`config.mk`:
```
export PLATFORM = sky130hd
export DESIGN_NAME = rd_prefetch_ctl
export DESIGN_NICKNAME = d
export VERILOG_FILES = /design/src/rtl/rpf_pkg.sv /design/src/rtl/rpf_len_calc.sv /design/src/rtl/rpf_fetch_seq.sv /design/src/rtl/rpf_drain_track.sv /design/src/rtl/rd_prefetch_ctl.sv
export SDC_FILE = /design/constraint.sdc
export NUM_CORES = 1
export LEC_CHECK = 0
export BUFFER_PORTS_ARGS = -buffer_cell sky130_fd_sc_hd__buf_4
export CAP_MARGIN = 20
export CELL_PAD_IN_SITES_DETAIL_PLACEMENT = 0
export CELL_PAD_IN_SITES_GLOBAL_PLACEMENT = 1
export CORE_MARGIN = 2
export CORE_UTILIZATION = 46
export DETAILED_ROUTE_END_ITERATION = 8
export PLACE_DENSITY = 0.95
export SYNTH_ARGS = -nofsm -noshare
export SYNTH_HDL_FRONTEND = slang
export SYNTH_SLANG_ARGS = --single-unit
```
`constraint.sdc`:
```
create_clock -name clk -period 11.3 [get_ports clk]
set_clock_uncertainty 0.15 [all_clocks]
set_input_delay 3.39 -clock clk [delete_from_list [all_inputs] [get_ports clk]]
set_output_delay 3.39 -clock clk [all_outputs]
set_load 0.01 [all_outputs]
```
`src/rtl/rpf_pkg.sv`:
```
package rpf_pkg;
  typedef enum logic [3:0] {
    CMD_IORD  = 4'b0010,
    CMD_MRD   = 4'b0110,
    CMD_CFGRD = 4'b1010,
    CMD_MRM   = 4'b1100,
    CMD_MRL   = 4'b1110
  } rd_cmd_e;
endpackage

```
`src/rtl/rpf_len_calc.sv`:
```
module rpf_len_calc
  import rpf_pkg::*;
#(
  parameter int CLS_W    = 8,
  parameter int PAGE_DW  = 1024,
  parameter int DEF_LINE = 16,
  localparam int OFS_W   = $clog2(PAGE_DW),
  localparam int CNT_W   = OFS_W + 1
) (
  input  logic [3:0]       cmd,
  input  logic             pref,
  input  logic             flow,
  input  logic [OFS_W-1:0] ofs,
  input  logic [CLS_W-1:0] cls,
  output logic             cmd_ok,
  output logic             pf_class,
  output logic [CNT_W-1:0] len
);
  logic [CNT_W-1:0] line;
  logic [CNT_W-1:0] blk;
  logic [CNT_W-1:0] ofs_x;
  logic             line_ok;

  // only power-of-two sizes up to 8 are honoured; the rest fall back
  assign line_ok = (cls == CLS_W'(1)) || (cls == CLS_W'(2)) ||
                   (cls == CLS_W'(4)) || (cls == CLS_W'(8));

  always_comb begin
    line     = line_ok ? CNT_W'(cls) : CNT_W'(DEF_LINE);
    cmd_ok   = 1'b1;
    pf_class = 1'b0;
    blk      = line;
    case (cmd)
      CMD_IORD, CMD_CFGRD: pf_class = 1'b0;
      CMD_MRD:             pf_class = pref;
      CMD_MRL:             pf_class = 1'b1;
      CMD_MRM: begin
        pf_class = 1'b1;
        blk      = line << 1;
      end
      default:             cmd_ok = 1'b0;
    endcase
    if (flow) blk = CNT_W'(PAGE_DW);
    ofs_x = {1'b0, ofs};
    len   = pf_class ? (blk - (ofs_x & (blk - CNT_W'(1)))) : CNT_W'(1);
  end
endmodule

```
`src/rtl/rpf_fetch_seq.sv`:
```
module rpf_fetch_seq #(
  parameter int DW_W  = 30,
  parameter int CNT_W = 11
) (
  input  logic             clk,
  input  logic             rst,
  input  logic             load,
  input  logic [DW_W-1:0]  start_dw,
  input  logic [CNT_W-1:0] load_len,
  input  logic             stop,
  output logic             fetch_valid,
  output logic [DW_W-1:0]  fetch_dw,
  output logic [CNT_W-1:0] fetched
);
  logic [CNT_W-1:0] remain;

  always_ff @(posedge clk) begin
    if (rst) begin
      fetch_valid <= 1'b0;
      fetch_dw    <= '0;
      fetched     <= '0;
      remain      <= '0;
    end else if (load) begin
      fetch_valid <= 1'b1;
      fetch_dw    <= start_dw;
      fetched     <= '0;
      remain      <= load_len;
    end else if (fetch_valid) begin
      if (stop) begin
        fetch_valid <= 1'b0;
      end else begin
        fetched  <= fetched + CNT_W'(1);
        fetch_dw <= fetch_dw + DW_W'(1);
        remain   <= remain - CNT_W'(1);
        if (remain == CNT_W'(1)) fetch_valid <= 1'b0;
      end
    end
  end
endmodule

```
`src/rtl/rpf_drain_track.sv`:
```
module rpf_drain_track #(
  parameter int CNT_W = 11
) (
  input  logic             clk,
  input  logic             rst,
  input  logic             load,
  input  logic             busy,
  input  logic             fetch_valid,
  input  logic [CNT_W-1:0] fetched,
  input  logic             word_take,
  input  logic             init_end,
  output logic             drained,
  output logic             disc_last,
  output logic             flush,
  output logic [CNT_W-1:0] flush_cnt
);
  logic [CNT_W-1:0] delivered;
  logic [CNT_W-1:0] deliv_nx;
  logic             take_ok;

  assign take_ok   = busy & word_take & (delivered < fetched);
  assign deliv_nx  = delivered + CNT_W'(take_ok);
  assign drained   = ~fetch_valid & (deliv_nx == fetched);
  assign disc_last = busy & ~fetch_valid & ((fetched - delivered) == CNT_W'(1));

  always_ff @(posedge clk) begin
    if (rst) begin
      delivered <= '0;
      flush     <= 1'b0;
      flush_cnt <= '0;
    end else begin
      flush <= 1'b0;
      if (load) begin
        delivered <= '0;
      end else if (busy) begin
        delivered <= deliv_nx;
        if (init_end) begin
          flush     <= (fetched != deliv_nx);
          flush_cnt <= fetched - deliv_nx;
        end
      end
    end
  end
endmodule

```
`src/rtl/rd_prefetch_ctl.sv`:
```
module rd_prefetch_ctl #(
  parameter int DW_W     = 30,
  parameter int CLS_W    = 8,
  parameter int PAGE_DW  = 1024,
  parameter int DEF_LINE = 16,
  localparam int OFS_W   = $clog2(PAGE_DW),
  localparam int CNT_W   = OFS_W + 1
) (
  input  logic             clk,
  input  logic             rst,
  input  logic             req_valid,
  input  logic [3:0]       req_cmd,
  input  logic             req_pref,
  input  logic [DW_W-1:0]  req_dw,
  input  logic [CLS_W-1:0] cache_line,
  input  logic             flow_mode,
  input  logic             frame_on,
  input  logic             tgt_stop,
  input  logic             word_take,
  input  logic             init_end,
  output logic             busy,
  output logic             fetch_valid,
  output logic [DW_W-1:0]  fetch_dw,
  output logic             disc_last,
  output logic             flush,
  output logic [CNT_W-1:0] flush_cnt
);
  logic             cmd_ok;
  logic             pf_class;
  logic [CNT_W-1:0] len;
  logic             accept;
  logic             ft_act;
  logic             stop;
  logic [CNT_W-1:0] fetched;
  logic             drained;

  rpf_len_calc #(
    .CLS_W(CLS_W), .PAGE_DW(PAGE_DW), .DEF_LINE(DEF_LINE)
  ) u_len (
    .cmd(req_cmd), .pref(req_pref), .flow(flow_mode),
    .ofs(req_dw[OFS_W-1:0]), .cls(cache_line),
    .cmd_ok(cmd_ok), .pf_class(pf_class), .len(len)
  );

  assign accept = req_valid & ~busy & cmd_ok;
  assign stop   = tgt_stop | init_end | (ft_act & ~frame_on);

  always_ff @(posedge clk) begin
    if (rst) begin
      busy   <= 1'b0;
      ft_act <= 1'b0;
    end else if (accept) begin
      busy   <= 1'b1;
      ft_act <= flow_mode & pf_class;
    end else if (busy & (init_end | drained)) begin
      busy   <= 1'b0;
    end
  end

  rpf_fetch_seq #(.DW_W(DW_W), .CNT_W(CNT_W)) u_seq (
    .clk(clk), .rst(rst), .load(accept), .start_dw(req_dw), .load_len(len),
    .stop(stop), .fetch_valid(fetch_valid), .fetch_dw(fetch_dw), .fetched(fetched)
  );

  rpf_drain_track #(.CNT_W(CNT_W)) u_drn (
    .clk(clk), .rst(rst), .load(accept), .busy(busy), .fetch_valid(fetch_valid),
    .fetched(fetched), .word_take(word_take), .init_end(init_end),
    .drained(drained), .disc_last(disc_last), .flush(flush), .flush_cnt(flush_cnt)
  );
endmodule

```
Yosys cells after proc, flatten, opt, wreduce, memory -nomap -nowiden
Cells that the tools add are included.
- bits in registers: 78
- latch bits: 0
- memory bits (writable): 0
- ROM bits: 0
- bits of input ports: 51
- output and inout port bits: 45
- logic and storage cells: 82
- memories: 0
- add/subtract/negate cells: 8
- multipliers: 0
- div/mod/pow operators: 0
- magnitude comparators: 1
- equal/unequal tests: 14
- shift operators: 0
- multiplexer cells: 18
- bitwise operators: 20
- reduce and logical (&&, ||, !) cells: 12
- operators with widths (cell ; number):
    two-way mux 30 bit ; 3
    two-way mux 11 bit ; 6
    subtractor 11 bit ; 3
    adder 30 x 1 -> 30 bit, second input constant ; 1
    == test 11 x 1 -> 1 bit, second input constant ; 2
    subtractor 11 x 1 -> 11 bit, second input constant ; 2
    == test 4 bit, second input constant ; 3
    adder 11 x 1 -> 11 bit ; 1
    adder 11 x 1 -> 11 bit, second input constant ; 1
    bitwise AND 10 x 11 -> 11 bit ; 1
    == test 11 bit ; 1
    < comparator 11 bit ; 1
    inequality test 11 bit ; 1
    bitwise AND 1 bit ; 10
    == test 8 x 1 -> 1 bit, second input constant ; 1
    == test 8 x 2 -> 1 bit, second input constant ; 1
    == test 8 x 3 -> 1 bit, second input constant ; 1
    == test 8 x 4 -> 1 bit, second input constant ; 1
    two-way mux 8 bit ; 1
    two-way mux 1 bit ; 7
    inverter 1 bit ; 6
    OR reduction 5 bit ; 1
    == test 4 x 2 -> 1 bit, second input constant ; 1
    == test 4 x 3 -> 1 bit, second input constant ; 1
    9 further kinds ; 16

Longest topological paths before layout
- word-level depth: 12
- mapped depth: 24
- depth with buffers taken out: 24

Cells and area by module
A second synthesis with hierarchy kept.
- cell total of the unflattened synthesis: 791
- area, all modules: 6291.0 um2
- modules (own cells, without submodules) (module ; instances ; cells each ; area each (um2) ; seq. area each (um2)):
    rpf_fetch_seq ; 1 ; 351 ; 2907.8 ; 1061.0
    rpf_drain_track ; 1 ; 284 ; 2223.4 ; 460.4
    rpf_len_calc ; 1 ; 145 ; 1051.0 ; 0.0
    rd_prefetch_ctl ; 1 ; 11 ; 108.9 ; 40.0

Worst setup path after synthesis
No wires, ideal clock.
- path type: input to register
- start: input word_take
- end: register u_drn.flush_cnt[10]
- library setup time: 0.086 ns
- data arrival time: 6.301 ns
- required time: 11.064 ns
- setup slack: 4.763 ns
- stages: 17
- path buffers: 0
- cell sequence: o211ai_1 a41oi_1 nand3_1 o2bb2ai_1 ha_1 ha_1 and3_1 and3_1 xnor2_1 ha_1 and3_1 a221o_1 a21o_1 a21o_1 a21oi_1 xnor2_1 a211oi_1
- word-level cells in the longest chain between the ends: 4
- RTL lines (element ; line ; source):
    from (decl) ; rd_prefetch_ctl.sv:19 ; input logic word_take,
    bitwise AND 1 bit (2 in a row) ; rpf_drain_track.sv:21 ; assign take_ok = busy & word_take & (delivered < fetched);
    adder 11 x 1 -> 11 bit ; rpf_drain_track.sv:22 ; assign deliv_nx = delivered + CNT_W'(take_ok);
    subtractor 11 bit ; rpf_drain_track.sv:39 ; flush_cnt <= fetched - deliv_nx;
    to (signal assigned) ; rpf_drain_track.sv:39 ;
    to (decl) ; rpf_drain_track.sv:15 ; output logic [CNT_W-1:0] flush_cnt
Every way passes these cells.
A chain may end at the register's enable or synchronous reset.

Final worst setup path
Ends and elaborated chain as after synthesis.

==> metrics.txt <==
# TYPE chip_impl_metric gauge
chip_impl_info{name="route.top_layer_used",value="met4"} 1
chip_impl_metric{name="ys_warn_count",unit=""} 0
chip_impl_metric{name="placement_rows",unit=""} 40
chip_impl_metric{name="met3RoutedLength",unit="um"} 774
chip_impl_metric{name="area_growth_from_synthesis_to_layout",unit="%"} 19.4
chip_impl_metric{name="post_synth_design_cell_area",unit="sq um"} 5730
chip_impl_info{name="synth_area_leader_cell",value="dfxtp_1"} 1
chip_impl_metric{name="place_congestion",unit=""} 0.893
chip_impl_metric{name="worst-endpoint-arrival",unit="ps"} 6750
chip_impl_metric{name="setup_viol_count_final",unit=""} 0
chip_impl_metric{name="cts.reportedPaths.clkPinSlew",unit="ps"} 60
chip_impl_metric{name="die-area",unit="sq um"} 13400
chip_impl_metric{name="cp_slowest_stage_delay",unit="ps"} 330
chip_impl_metric{name="relSlewSlack",unit="%"} 32.5
chip_impl_info{name="hold_path.class",value="reg -> reg"} 1
chip_impl_info{name="tritoncts",value="built"} 1
chip_impl_metric{name="track_usage",unit="%"} 23.3
chip_impl_metric{name="cts.htree.levels",unit=""} 3
chip_impl_metric{name="core_region",unit="sq um"} 12100
chip_impl_metric{name="drt_drc_violations_left",unit=""} 0
chip_impl_info{name="clock_root_buffer",value="clkbuf_16"} 1
chip_impl_info{name="most_numerous_cell_types_in_the_synthesized_netlist",value="nor2_1 (82), dfxtp_1 (78), nand2_1 (64)"} 1
chip_impl_metric{name="io_buffers",unit=""} 95
chip_impl_metric{name="post_cts_hold_buffer_count",unit=""} 0
chip_impl_metric{name="die-height",unit="um"} 116
chip_impl_metric{name="final_max_slew_viol_count",unit=""} 0
chip_impl_metric{name="synth_top_area_share",unit="%"} 27.2
chip_impl_metric{name="count_of_flip_flops_with_a_built_in_enable_after_synthesis",unit=""} 0
chip_impl_metric{name="finish.utilization",unit="%"} 56.5
chip_impl_metric{name="yosys.cell_types.count",unit=""} 85
chip_impl_info{name="rsz_0062_raised_after_global_routing",value="false"} 1
chip_impl_metric{name="fin_setup_tns",unit="ps"} 0
chip_impl_metric{name="critical_path.max_fanout",unit=""} 4
chip_impl_metric{name="synth-seq-cells",unit=""} 78
chip_impl_metric{name="drive_above_1_share",unit="%"} 16.9
chip_impl_info{name="critical_path.top_delay_family",value="compound AO/OA/AOI/OAI gates"} 1
chip_impl_info{name="cp_slowest_cell",value="a221o_1"} 1
chip_impl_metric{name="required",unit="ps"} 11400
chip_impl_metric{name="power.total",unit="mW"} 0.756
chip_impl_metric{name="worst-slew-pin-transition",unit="ps"} 998
chip_impl_metric{name="report.final.hold_viol_count",unit=""} 0
chip_impl_info{name="critical_path.startpoint",value="word_take"} 1
chip_impl_metric{name="cts_post_setup_buffers_inserted",unit=""} 0
chip_impl_metric{name="async_reset_ff_share",unit="%"} 0
chip_impl_metric{name="clock_sinks",unit=""} 78
chip_impl_metric{name="cts_resized",unit=""} 0
chip_impl_metric{name="vias",unit=""} 5570
chip_impl_info{name="netlist_top_cells_area",value="dfxtp_1 (27%), ha_1 (6.5%), xor2_1 (5.7%)"} 1
chip_impl_metric{name="drt_pre_antenna_iters",unit=""} 4
chip_impl_info{name="timing.critical_path.cells",value="buf_4, o211ai_1, a41oi_1, nand3_1, o2bb2ai_1, ha_1, ha_1, and3_1, and3_1, xnor2_1, ha_1, and3_1, a221o_1, a21o_1, a21o_1, a21oi_1, xnor2_1, a211oi_1"} 1
chip_impl_info{name="run_status",value="completed"} 1
chip_impl_metric{name="p_leak",unit="nW"} 2.66
chip_impl_metric{name="drt_first_iter_violations",unit=""} 323
chip_impl_info{name="postSynth.topFlopCell",value="dfxtp_1"} 1
chip_impl_metric{name="design.final.nets",unit=""} 881
chip_impl_metric{name="clk-insertion-delay-late",unit="ps"} 340
chip_impl_metric{name="peakVddDrop",unit="uV"} 78.5
chip_impl_metric{name="clockBufferDepth",unit=""} 2
chip_impl_metric{name="io-pin-count",unit=""} 96
chip_impl_metric{name="wl_met1",unit="um"} 7060
chip_impl_info{name="critPathKind",value="in -> reg"} 1
chip_impl_metric{name="synth_sequential_area_ratio",unit="%"} 27.2
chip_impl_metric{name="grt_overflow",unit=""} 0
chip_impl_metric{name="synthesis.nets",unit=""} 805
chip_impl_metric{name="first_pass_grt_wire_length",unit="um"} 25300
chip_impl_metric{name="post_drt_via_cell_ratio",unit=""} 5.74
chip_impl_metric{name="wire_per_inst",unit="um"} 16.0
chip_impl_metric{name="p_per_area",unit="nW/um^2"} 110
chip_impl_metric{name="maxCapViolCount",unit=""} 0
chip_impl_info{name="hp-start",value="u_drn.flush_cnt[4]$_SDFFE_PP0P_"} 1
chip_impl_metric{name="starting_density_of_the_core",unit="%"} 47.3
chip_impl_metric{name="path_buf_inv",unit=""} 1
chip_impl_metric{name="totalWireLength",unit="um"} 15500
chip_impl_metric{name="synth_area_per_cell",unit="sq um"} 7.94
chip_impl_metric{name="antenna_violations_before_repair",unit=""} 0
chip_impl_metric{name="post-place-ws",unit="ps"} 4350
chip_impl_metric{name="final.min_clock_period",unit="ps"} 6650
chip_impl_metric{name="met2_length",unit="um"} 7390
chip_impl_metric{name="max_freq",unit="MHz"} 150
chip_impl_info{name="critical_path.reg2reg.startpoint",value="u_seq.fetched[1]$_SDFFE_PP0P_"} 1
chip_impl_metric{name="antenna-diode-count",unit=""} 0
chip_impl_metric{name="detailed_place_hpwl",unit="um"} 11700
chip_impl_info{name="critPathCaptureType",value="register"} 1
chip_impl_metric{name="floorplan.die.width",unit="um"} 116
chip_impl_metric{name="final_min_period_over_clock_period",unit="%"} 58.8
chip_impl_info{name="cp-start-kind",value="input pin"} 1
chip_impl_metric{name="maximum_number_of_pins_on_one_net_before_global_route_repair",unit=""} 72
chip_impl_metric{name="detail-route-antenna-nets",unit=""} 0
chip_impl_metric{name="syn-instance-count",unit=""} 722
chip_impl_info{name="post-synth-top-count-cell",value="nor2_1"} 1
chip_impl_metric{name="first_global_vias",unit=""} 5249
chip_impl_metric{name="tritoncts.num_buffers",unit=""} 9
chip_impl_metric{name="fin_ws",unit="ps"} 4650
-- sequential cells by signal (all words and copies together), names as in the netlist --
register,cells
busy,1
ft_act,1
u_drn.delivered,11
u_drn.flush,1
u_drn.flush_cnt,11
u_seq.fetch_dw,30
u_seq.fetch_valid,1
u_seq.fetched,11
u_seq.remain,11
-- per-layer routing --
metal | GRT usage (%) | vias up
met5 | 0 | -
met4 | 7.22 | 0
met3 | 4.45 | 26
met2 | 39.2 | 160
met1 | 30.3 | 2624
li1 | - | 2760
-- path summary, 6_finish.rpt --
check                                                   endpoint  slack, ps  cells after the start
worst max register to register  u_drn.flush_cnt[10]$_SDFFE_PP0P_       6120                     23
worst max-delay path            u_drn.flush_cnt[10]$_SDFFE_PP0P_       4650                     18
worst min-delay path             u_drn.flush_cnt[4]$_SDFFE_PP0P_        310                      2
worst min register to register   u_drn.flush_cnt[4]$_SDFFE_PP0P_        310                      2
-- where the power goes --
part           internal (mW)  switching (mW)  total (mW)
Clock                  0.238           0.119       0.357
Sequential             0.285          0.0114       0.296
Combinational         0.0457          0.0570       0.103
-- final cells by class --
type / count / area (sq um)
clock buffer: 10 / 229
clock inverter: 6 / 134
fill: 1133 / 5270
inverter: 31 / 116
multi-input combinational: 581 / 3870
sequential: 78 / 1560
tap: 168 / 210
timing repair buffer: 97 / 728
-- tightest hold or removal path: cells and delay by family (launching register included) --
| kind | cells | cell delay (ps) |
|---|---|---|
| DFF | 1 | 310 |
| and+or+nand+nor | 1 | 50 |
| AOI/OAI and AO/OA | 1 | 50 |
-- cell families after synthesis --
group / after synthesis / synth area share, %
AO/OA/AOI/OAI: 171 / 20.7
buffers and inverters: 63 / 5.30
adder cells (fa/ha/maj): 32 / 7.25
flip-flops: 78 / 27.2
other: 1 / 0.0654
XOR/XNOR: 68 / 10.4
multiplexers: 8 / 1.44
AND/OR/NAND/NOR: 301 / 27.6
-- cell usage in the layout, fill, tap and decap left out, types with 5 or more instances in the layout --
| cell | netlist | routed |
|---|---|---|
| a211oi_1 | 31 | 31 |
| a21oi_1 | 35 | 35 |
| o21ai_0 | 31 | 31 |
| inv_1 | 31 | 31 |
| and3_1 | 17 | 17 |
| o22ai_1 | 7 | 7 |
| o211ai_1 | 5 | 5 |
| clkbuf_16 | 0 | 9 |
| ha_1 | 30 | 30 |
| nand3_1 | 20 | 20 |
| mux2i_1 | 6 | 6 |
| a311oi_1 | 9 | 9 |
| a31oi_1 | 7 | 7 |
| nand2b_1 | 6 | 6 |
| nor2b_1 | 11 | 11 |
| nand4_1 | 19 | 19 |
| a21o_1 | 6 | 6 |
| dfxtp_1 | 78 | 78 |
| nand2_1 | 64 | 64 |
| buf_4 | 2 | 97 |
| nand3b_1 | 7 | 7 |
| and2_1 | 5 | 5 |
| nor3_1 | 26 | 26 |
| xor2_1 | 37 | 37 |
| xnor2_1 | 31 | 31 |
| or3_1 | 12 | 12 |
| nor2_1 | 82 | 82 |
-- per-stage QoR --
stage	std cells	instance area, sq um	hold WS [ps]
finish	971	6850	310
global route	971	6850	333
CTS	971	6850	315
detailed placement	955	6480	303
global placement	955	6480	295
floorplan	722	5730	321
(Power assumes the default switching activity.)
